File: config.mk
export PLATFORM = sky130hd
export DESIGN_NAME = sata_link_tx
export DESIGN_NICKNAME = d
export VERILOG_FILES = /design/src/rtl/sata_tx_pkg.sv /design/src/rtl/sata_tx_scrambler.sv /design/src/rtl/sata_tx_crc_acc.sv /design/src/rtl/sata_tx_align_timer.sv /design/src/rtl/sata_link_tx.sv
export SDC_FILE = /design/constraint.sdc
export NUM_CORES = 1
export LEC_CHECK = 0
export ABC_CLOCK_PERIOD_IN_PS = 2390
export BUFFER_PORTS_ARGS = -buffer_cell sky130_fd_sc_hd__buf_2
export CORE_MARGIN = 10
export CORE_UTILIZATION = 36
export CTS_CLUSTER_DIAMETER = 120
export CTS_CLUSTER_SIZE = 8
export DETAILED_ROUTE_END_ITERATION = 10
export PLACE_DENSITY = 0.53
export SLEW_MARGIN = 40
export SYNTH_ARGS = -nofsm -noshare
export SYNTH_HDL_FRONTEND = slang
export SYNTH_SLANG_ARGS = --single-unit
export TNS_END_PERCENT = 10
File: constraint.sdc
create_clock -name clk -period 2.39 [get_ports clk]
set_input_delay 0 -clock clk [delete_from_list [all_inputs] [get_ports clk]]
set_output_delay 0 -clock clk [all_outputs]
set_load 0.01 [all_outputs]
File: src/rtl/sata_tx_pkg.sv
`timescale 1ns/1ps
package sata_tx_pkg;
    localparam int DWORD_W = 32;

    // Primitive dwords, byte 0 (bits 7:0) is the control character sent first.
    localparam logic [DWORD_W-1:0] PRIM_SYNC  = 32'hB5B5_957C;
    localparam logic [DWORD_W-1:0] PRIM_X_RDY = 32'h5757_B57C;
    localparam logic [DWORD_W-1:0] PRIM_R_RDY = 32'h4A4A_957C;
    localparam logic [DWORD_W-1:0] PRIM_SOF   = 32'h3737_B57C;
    localparam logic [DWORD_W-1:0] PRIM_EOF   = 32'hD5D5_B57C;
    localparam logic [DWORD_W-1:0] PRIM_WTRM  = 32'h5858_B57C;
    localparam logic [DWORD_W-1:0] PRIM_R_OK  = 32'h3535_B57C;
    localparam logic [DWORD_W-1:0] PRIM_R_ERR = 32'h5656_B57C;
    localparam logic [DWORD_W-1:0] PRIM_ALIGN = 32'h7B4A_4ABC;

    typedef enum logic [2:0] {
        ST_IDLE,
        ST_ANNOUNCE,
        ST_PAYLOAD,
        ST_CHECK,
        ST_CLOSE,
        ST_AWAIT
    } tx_state_e;
endpackage

File: src/rtl/sata_tx_scrambler.sv
`timescale 1ns/1ps
module sata_tx_scrambler #(
    parameter int          W    = 32,
    parameter logic [31:0] SEED = 32'hC2D2_768D,
    parameter logic [31:0] POLY = 32'hA300_0001
) (
    input  logic         clk,
    input  logic         rst_n,
    input  logic         reseed,
    input  logic         advance,
    output logic [W-1:0] mask
);
    logic [W-1:0] mask_d, mask_q;

    always_comb begin
        mask_d = mask_q;
        if (reseed)
            mask_d = SEED[W-1:0];
        else if (advance)
            mask_d = {mask_q[W-2:0], 1'b0} ^ (mask_q[W-1] ? POLY[W-1:0] : '0);
    end

    always_ff @(posedge clk) begin
        if (!rst_n) mask_q <= SEED[W-1:0];
        else        mask_q <= mask_d;
    end

    assign mask = mask_q;
endmodule

File: src/rtl/sata_tx_crc_acc.sv
`timescale 1ns/1ps
module sata_tx_crc_acc #(
    parameter int          W    = 32,
    parameter logic [31:0] INIT = 32'h5A5A_0F0F
) (
    input  logic         clk,
    input  logic         rst_n,
    input  logic         clear,
    input  logic         accumulate,
    input  logic [W-1:0] din,
    output logic [W-1:0] value
);
    logic [W-1:0] acc_d, acc_q;

    always_comb begin
        acc_d = acc_q;
        if (clear)           acc_d = INIT[W-1:0];
        else if (accumulate) acc_d = acc_q ^ din;
    end

    always_ff @(posedge clk) begin
        if (!rst_n) acc_q <= INIT[W-1:0];
        else        acc_q <= acc_d;
    end

    assign value = acc_q;
endmodule

File: src/rtl/sata_tx_align_timer.sv
`timescale 1ns/1ps
module sata_tx_align_timer #(
    parameter int PERIOD = 1024
) (
    input  logic clk,
    input  logic rst_n,
    output logic slot
);
    localparam int CW = (PERIOD > 2) ? $clog2(PERIOD) : 2;

    logic [CW-1:0] cnt_d, cnt_q;

    always_comb begin
        cnt_d = (cnt_q == CW'(PERIOD - 1)) ? '0 : cnt_q + 1'b1;
    end

    always_ff @(posedge clk) begin
        if (!rst_n) cnt_q <= '0;
        else        cnt_q <= cnt_d;
    end

    assign slot = (cnt_q >= CW'(PERIOD - 2));
endmodule

File: src/rtl/sata_link_tx.sv
`timescale 1ns/1ps
module sata_link_tx
    import sata_tx_pkg::*;
#(
    parameter int          ALIGN_PERIOD = 1024,
    parameter int          WDOG_LIMIT   = 4096,
    parameter logic [31:0] SCR_SEED     = 32'hC2D2_768D,
    parameter logic [31:0] SCR_POLY     = 32'hA300_0001,
    parameter logic [31:0] CRC_INIT     = 32'h5A5A_0F0F
) (
    input  logic        clk,
    input  logic        rst_n,
    input  logic        frm_valid,
    input  logic [31:0] frm_data,
    input  logic        frm_last,
    output logic        frm_pop,
    input  logic [31:0] rx_dword,
    input  logic        rx_kchar,
    output logic [31:0] tx_dword,
    output logic        tx_kchar,
    output logic        busy,
    output logic        done,
    output logic        err
);
    localparam int WDW = (WDOG_LIMIT > 2) ? $clog2(WDOG_LIMIT) : 1;

    typedef struct packed {
        tx_state_e          state;
        logic [DWORD_W-1:0] tx_dword;
        logic               tx_kchar;
        logic               busy;
        logic               done;
        logic               err;
        logic [WDW-1:0]     wd;
    } regs_t;

    regs_t r_d, r_q;

    logic               align_slot;
    logic [DWORD_W-1:0] key;
    logic [DWORD_W-1:0] crc_val;
    logic               scr_reseed, scr_advance, crc_clear, crc_accum, pop_d;
    logic               rx_rdy, rx_ok, rx_bad, wd_expire;

    sata_tx_align_timer #(.PERIOD(ALIGN_PERIOD)) u_align (
        .clk(clk), .rst_n(rst_n), .slot(align_slot)
    );

    sata_tx_scrambler #(.W(DWORD_W), .SEED(SCR_SEED), .POLY(SCR_POLY)) u_scr (
        .clk(clk), .rst_n(rst_n), .reseed(scr_reseed), .advance(scr_advance), .mask(key)
    );

    sata_tx_crc_acc #(.W(DWORD_W), .INIT(CRC_INIT)) u_crc (
        .clk(clk), .rst_n(rst_n), .clear(crc_clear), .accumulate(crc_accum),
        .din(frm_data), .value(crc_val)
    );

    assign rx_rdy    = rx_kchar && (rx_dword == PRIM_R_RDY);
    assign rx_ok     = rx_kchar && (rx_dword == PRIM_R_OK);
    assign rx_bad    = rx_kchar && (rx_dword == PRIM_R_ERR);
    assign wd_expire = (r_q.wd == WDW'(WDOG_LIMIT - 1));

    always_comb begin
        r_d         = r_q;
        r_d.done    = 1'b0;
        r_d.err     = 1'b0;
        scr_reseed  = 1'b0;
        scr_advance = 1'b0;
        crc_clear   = 1'b0;
        crc_accum   = 1'b0;
        pop_d       = 1'b0;

        if (align_slot) begin
            // Slot taken by ALIGN: every piece of frame state holds.
            r_d.tx_dword = PRIM_ALIGN;
            r_d.tx_kchar = 1'b1;
        end else begin
            r_d.tx_kchar = 1'b1;
            unique case (r_q.state)
                ST_IDLE: begin
                    if (frm_valid) begin
                        r_d.tx_dword = PRIM_X_RDY;
                        r_d.state    = ST_ANNOUNCE;
                        r_d.wd       = '0;
                    end else begin
                        r_d.tx_dword = PRIM_SYNC;
                    end
                end
                ST_ANNOUNCE: begin
                    if (rx_rdy) begin
                        r_d.tx_dword = PRIM_SOF;
                        r_d.state    = ST_PAYLOAD;
                        scr_reseed   = 1'b1;
                        crc_clear    = 1'b1;
                    end else if (wd_expire) begin
                        r_d.tx_dword = PRIM_SYNC;
                        r_d.state    = ST_IDLE;
                        r_d.done     = 1'b1;
                        r_d.err      = 1'b1;
                    end else begin
                        r_d.tx_dword = PRIM_X_RDY;
                        r_d.wd       = r_q.wd + 1'b1;
                    end
                end
                ST_PAYLOAD: begin
                    if (frm_valid) begin
                        r_d.tx_dword = frm_data ^ key;
                        r_d.tx_kchar = 1'b0;
                        pop_d        = 1'b1;
                        scr_advance  = 1'b1;
                        crc_accum    = 1'b1;
                        if (frm_last) r_d.state = ST_CHECK;
                    end else begin
                        r_d.tx_dword = PRIM_SYNC;
                    end
                end
                ST_CHECK: begin
                    r_d.tx_dword = crc_val ^ key;
                    r_d.tx_kchar = 1'b0;
                    scr_advance  = 1'b1;
                    r_d.state    = ST_CLOSE;
                end
                ST_CLOSE: begin
                    r_d.tx_dword = PRIM_EOF;
                    r_d.state    = ST_AWAIT;
                    r_d.wd       = '0;
                end
                ST_AWAIT: begin
                    if (rx_ok || rx_bad) begin
                        r_d.tx_dword = PRIM_SYNC;
                        r_d.state    = ST_IDLE;
                        r_d.done     = 1'b1;
                        r_d.err      = rx_bad;
                    end else if (wd_expire) begin
                        r_d.tx_dword = PRIM_SYNC;
                        r_d.state    = ST_IDLE;
                        r_d.done     = 1'b1;
                        r_d.err      = 1'b1;
                    end else begin
                        r_d.tx_dword = PRIM_WTRM;
                        r_d.wd       = r_q.wd + 1'b1;
                    end
                end
                default: begin
                    r_d.tx_dword = PRIM_SYNC;
                    r_d.state    = ST_IDLE;
                end
            endcase
        end
        r_d.busy = (r_d.state != ST_IDLE);
    end

    always_ff @(posedge clk) begin
        if (!rst_n) begin
            r_q.state    <= ST_IDLE;
            r_q.tx_dword <= PRIM_SYNC;
            r_q.tx_kchar <= 1'b1;
            r_q.busy     <= 1'b0;
            r_q.done     <= 1'b0;
            r_q.err      <= 1'b0;
            r_q.wd       <= '0;
        end else begin
            r_q <= r_d;
        end
    end

    assign frm_pop  = pop_d;
    assign tx_dword = r_q.tx_dword;
    assign tx_kchar = r_q.tx_kchar;
    assign busy     = r_q.busy;
    assign done     = r_q.done;
    assign err      = r_q.err;
endmodule

# Word-level counts from Yosys, hierarchy flattened
# Index checks and enable logic that the tools add are counted.
# W data, S select, Z words.
# classes
n_eq_ne	13
shifts	0
n_bitwise	6
n_reduce_logical	11
div	0
add_sub_neg	2
mux	32
multipliers	0
magnitude_cmp	1
# ops
cell	n
$pmux W35 S6	1
$mux W32	5
$xor A32 B32 Y32	4
$mux W35	2
$eq A32 B31 Y1 const B	2
$pmux W12 S4	1
$mux W12	3
$mux W33	1
$eq A32 B30 Y1 const B	1
$mux W3	5
$mux W14	1
$add A12 B1 Y12 const B	1
$eq A12 B12 Y1 const B	1
$add A10 B1 Y10 const B	1
$eq A10 B10 Y1 const B	1
$ge A10 B10 Y1 const B	1
$mux W1	8
$eq A3 B2 Y1 const B	2
$eq A3 B3 Y1 const B	2
$ne A2 B2 Y1 const B	3
$reduce_or A2 Y1	3
$reduce_and A5 Y1	1
$mux W2	2
$pmux W1 S2	2
8 further kinds	11
# totals
latchBits	0
ff_bits	125
output_inout_bits	37
ramBits	0
romBits	0
elab_cells	76
n_memories	0

# Longest topological paths before layout
# logic_depth
word_depth	7
mapped_depth	10
mapped_depth_nobuf	8

# Modules after synthesis
# From an unflattened synthesis, not the netlist that was laid out.
# hier_totals
cells_unflattened	739
hier_area_um2	6626.4
# by_module_without_submodules
mod	n_inst	cells_each	area_per_inst_um2
sata_link_tx	1	434	3494.6
sata_tx_crc_acc	1	140	1430.1
sata_tx_scrambler	1	111	1237.4
sata_tx_align_timer	1	54	464.2

# Worst setup path after synthesis
# OpenSTA, ideal clock, no wires.
# synth_path
kind	reg-to-reg
from	register u_align.cnt_q[0]
to	register r_q[9] (netlist bit)
slack_ns	0.401
arrival_time_ns	1.857
period_less_slack_ns	1.989
t_required_ns	2.258
setup_ns	0.132
path_stages_with_launch	10
cell_sequence	dfxtp_1 -> inv_1 -> ha_1 -> o21ai_0 -> nor3_2 -> buf_4 -> buf_2 -> o31ai_1 -> clkbuf_1 -> nor3_1
# synth_via
elab_chain_cells	3
# synth_lines
item	line_no	text
start, declared	sata_tx_align_timer.sv:11	logic [CW-1:0] cnt_d, cnt_q;
start signal, assigned	sata_tx_align_timer.sv:19	else cnt_q <= cnt_d;
$ge A10 B10 Y1	sata_tx_align_timer.sv:22	assign slot = (cnt_q >= CW'(PERIOD - 2));
$not A1 Y1 (no source line)	-	
$reduce_and A5 Y1 (no source line)	-	
end signal, assigned	sata_link_tx.sv:163	r_q <= r_d;
end, declared	sata_link_tx.sv:37	regs_t r_d, r_q;
# No other way between the ends.
# A chain may end at the register's enable or synchronous reset.

# Worst setup path after layout
# layout_path
from	register r_q[0] (netlist bit)
to	register, netlist name busy
# layout_via
elab_chain_cells	6
# layout_lines
item	line_no	text
$eq A12 B12 Y1 *	sata_link_tx.sv:61	assign wd_expire = (r_q.wd == WDW'(WDOG_LIMIT - 1));
$mux W3 *	sata_link_tx.sv:95, sata_link_tx.sv:134	
$mux W35, on equally long branches	sata_link_tx.sv:129, sata_link_tx.sv:90	
$pmux W35 S6 *	sata_link_tx.sv:79	unique case (r_q.state)
$mux W3 *	sata_link_tx.sv:73	if (align_slot) begin
$reduce_bool A3 Y1 *	sata_link_tx.sv:150	r_d.busy = (r_d.state != ST_IDLE);
# Every way passes the cells marked *; elsewhere a longest branch is shown, timed or not.

==> impl_summary.log <==
[metrics] detailed-route wire length: between 15 and 20 mm
[metrics] count of buffer and inverter cells on the critical path: 0
[metrics] worst hold path type: input port to flip-flop
[metrics] via total after detailed routing: between 5k and 6k
[metrics] total net switching power: 1.27 mW
[metrics] clock transition at the registers of the reported paths: around 60 ps
[metrics] register-to-register setup slack: 130 ps
[metrics] setup TNS: 0 ps
[metrics] async set-reset flop share out of synthesis: 0
[metrics] nets@finish: 914
[metrics] area of the die: 22600 sq um
[metrics] complex-gate fraction of the synthesized area: 0.206
[metrics] total power of the final layout: 5.36 mW
[metrics] final estimated routing congestion in global placement: 0.861
[metrics] Slew Viols, Final: 0
[metrics] vias in the first global route: roughly 5.7k
[metrics] Post-synth top flop: dfxtp_1
[metrics] final antenna diode count: 0
[metrics] Clock Path Buffers: 2
[metrics] net count after synthesis: 807
[metrics] data required time of the critical path: 2690 ps
[metrics] cell types occupying the most area after synthesis: dfxtp_1 41%, nand2_1 8.2%, xor2_1 5.1%, buf_4 4.2%, a21oi_1 4.1%
[metrics] HPWL after detailed placement: about 13 mm
[metrics] number of enable-type register cells in the synthesized netlist: 0
[metrics] mux contribution to synthesized area: 0
[metrics] first-pass GRT wire length: 28.2 mm
[metrics] Switching Share: 0.237
[metrics] root buffer cell: clkbuf_16
[metrics] Detail Route Antenna Nets: 0
[metrics] postcts setup bufs: 0
[metrics] global-route congestion overflow total: 0
[metrics] cell family with most CP delay: simple AND/OR/NAND/NOR gates
[metrics] first drt pass iteration count: 5
[metrics] fraction of the mapped netlist area in simple logic gates: 0.233
[metrics] quantity of I/O buffers inserted on ports: approximately 110
[metrics] total of warnings raised by yosys: 0
[metrics] Critical Path Fanout Max: 13
[metrics] # IOs: 106
[metrics] worst setup skew after layout: 9.42 ps
[metrics] clock group share of total power: 0.518
[metrics] relative contribution of sequential cells to total power: 0.399
[metrics] DRC viols: 0
[metrics] cell types with the highest counts after synthesis: 134 x nand2_1, 125 x dfxtp_1, 56 x nor2_1
[metrics] RSZ-0062 raised after global routing: false
[metrics] library cell occupying the most area in the post-synthesis netlist: dfxtp_1
[metrics] vertical die dimension: 150 um
[metrics] max-slew headroom at the worst pin: 0.542
[metrics] post-synthesis adder-cell area fraction: 0.00613
[metrics] global-route total usage across every layer: 0.156
[metrics] reported leakage power: about 2.9 nW
[metrics] startpoint-to-endpoint class of the critical path: flip-flop to flip-flop
[metrics] most common cell in the netlist: nand2_1
[metrics] Reg-to-Reg Start: r_q[0]$_SDFFE_PN0P_
[metrics] slowest stage cell, crit path: or3_4
[metrics] largest net degree at the start of global routing: 33
[metrics] synthesis-stage register bit count: 125
[metrics] TritonCTS buffer count: 17
[metrics] overall die width: 150 um
[metrics] Hold Vio Cnt, Final: 0
[metrics] power density cells: 700 nW/um^2
[metrics] final setup vio count: 0
[metrics] part of the Yosys area used for sequential elements: 0.409
[metrics] cell area after technology mapping: 6120 sq um
[metrics] number of library cell types mapped by synthesis: 63
[metrics] number of maximum-capacitance violations: 0
[metrics] placeable core region: 16600 sq um
[metrics] Num Clock Sinks: 125
[metrics] cell-by-cell listing of the critical path: ha_1 -> nand3_2 -> or3_4 -> a31oi_2 -> a31oi_1 -> or3_1
[metrics] insertion delay of the later-clocked pin in the worst-skew pair: 430 ps
[metrics] internal power summed over all cells: 4.09 mW
[metrics] worst hold endpoint: err$_SDFF_PP0_
[metrics] area growth from synthesis to layout: 25.1%
[metrics] Arrival @ worst endpoint: 2560 ps
[metrics] row cnt: 47
[metrics] crit end category: flip-flop
[metrics] routed via count divided by cell count: approximately 5.3
[metrics] biggest cell delay along the critical path: just under 500 ps
[metrics] Critical Path Source Type: flip-flop
[metrics] fraction of final layout cells sized beyond drive strength 1: 0.223
[metrics] effective utilization at floorplan: 0.368
[metrics] area fraction of the dominant cell type after synthesis: 0.409
[metrics] fraction of power consumed by combinational cells: 0.084
[metrics] maximum vdd ir drop: 492 uV
[metrics] Syn Area/Cell: 8.33 sq um
[metrics] area share of xor/xnor cells in the synthesized design: 0.0601
[metrics] actual slew at the worst max-slew pin: 686 ps
[metrics] number of antenna violations at the first check in global routing: 0
[metrics] CTS tree: built
[metrics] CTS H-Tree Depth: 4
[metrics] starting DRC count in detailed routing: 488
[metrics] worst-case reg-to-reg path depth: 6
[metrics] dominant combinational cell family by area after synthesis: simple AND/OR/NAND/NOR gates
[metrics] Critical R2R Capture: busy$_SDFF_PN0_
[metrics] Peak Freq: approximately 440 MHz
[metrics] run status: complete, no violations
[metrics] share of the clock period used by the worst path: 0.946
[metrics] hold path cells: 6
[metrics] synthesized instance count: 735
[metrics] CP startpoint: r_q[0]$_SDFFE_PN0P_
[metrics] worst hold path startpoint: rx_dword[20]
[metrics] Final min period: between 2000 and 2500 ps
[metrics] Wirelength per Cell: 16.3 um
## state kept, by name, summed over array words and instances, names as in the netlist
| signal | cells |
|---|---|
| u_align.cnt_q | 10 |
| r_q | 15 |
| err | 1 |
| tx_dword | 32 |
| u_crc.value | 32 |
| done | 1 |
| busy | 1 |
| u_scr.mask | 32 |
| tx_kchar | 1 |
## worst min-delay path, stage by stage
cell and delay [ps]:
buf_2 110, nand3b_1 90, nor4_2 60, a31oi_1 150, o21ai_0 80, a21oi_1 140
## how the worst max path moves through the flow
stage                          endpoint  slack, ps  cells past startpoint
floorplan           r_q[9]$_SDFFE_PN0P_        400                      9
global placement        busy$_SDFF_PN0_        240                      6
detailed placement      busy$_SDFF_PN0_        180                      6
CTS                             frm_pop         40                      8
global route            busy$_SDFF_PN0_         30                      6
finish                  busy$_SDFF_PN0_        130                      6
## layout make-up
| type | instances | area [sq um] |
|---|---|---|
| multi-input cells | 519 | 3110 |
| fillers | 1641 | 8980 |
| flip-flops and latches | 125 | 2500 |
| repair buffers | 168 | 1100 |
| inverters | 11 | 41.3 |
| well taps | 220 | 275 |
| clock buffers | 19 | 443 |
| clock inverters | 13 | 186 |
## power groups by stage
stage	clock network, mW	registers (mW)	logic [mW]
after floorplan	0	2.17	0.257
after global placement	0	2.18	0.399
after detailed placement	0	2.18	0.405
after CTS	2.82	2.14	0.452
after global routing	2.92	2.14	0.492
final	2.78	2.14	0.450
## metrics by stage
stage	setup slack (ps)	instance area [sq um]	hold WS, ps	instances	util
finish	130	7660	244	1075	0.460
global route	26.8	7660	330	1075	0.460
CTS	44.9	7660	230	1075	0.460
detailed placement	178	6680	322	1008	0.401
global placement	236	6680	312	1008	0.401
floorplan	401	6120	184	735	-
## metal layers
layer	track usage	wire length [um]
met1	0.184	7550
met5	0	0
met3	0.0327	775
met2	0.267	8890
met4	0.0680	351
## cell families after synthesis
kind of cell / Yosys count
adder cells (fa/ha/maj): 3
flip-flops: 125
XOR/XNOR: 42
AND/OR/NAND/NOR: 289
buffers and inverters: 91
AO/OA/AOI/OAI: 185
## repair_timing
action,CTS,global route
endpoints found under the setup margin,0,1
endpoints found under the hold margin,44,0
resized for setup,0,1
hold buffers,35,0
## layout by cell type, fill, tap and decap left out, types with 5 or more instances in the layout
master,Yosys,layout
nand3_1,20,20
nor2_1,56,55
o22a_1,6,6
o31a_1,6,6
and3_1,5,5
o22ai_1,15,15
buf_2,16,105
or3_1,11,11
a22oi_1,16,16
xor2_1,36,36
nand2_1,134,134
o21ai_0,24,23
xnor2_1,6,6
o221ai_1,8,8
a21oi_1,50,50
dfxtp_1,125,125
a211oi_1,10,10
clkbuf_16,0,17
a221oi_1,9,9
o211ai_1,9,9
a31oi_1,9,9
nor3_1,15,14
nand4_1,6,6
inv_1,11,11
dlygate4sd3_1,0,35
buf_4,34,27
nand4bb_1,6,6
a221o_1,8,8
No activity file was read; power rests on OpenSTA's default activity.
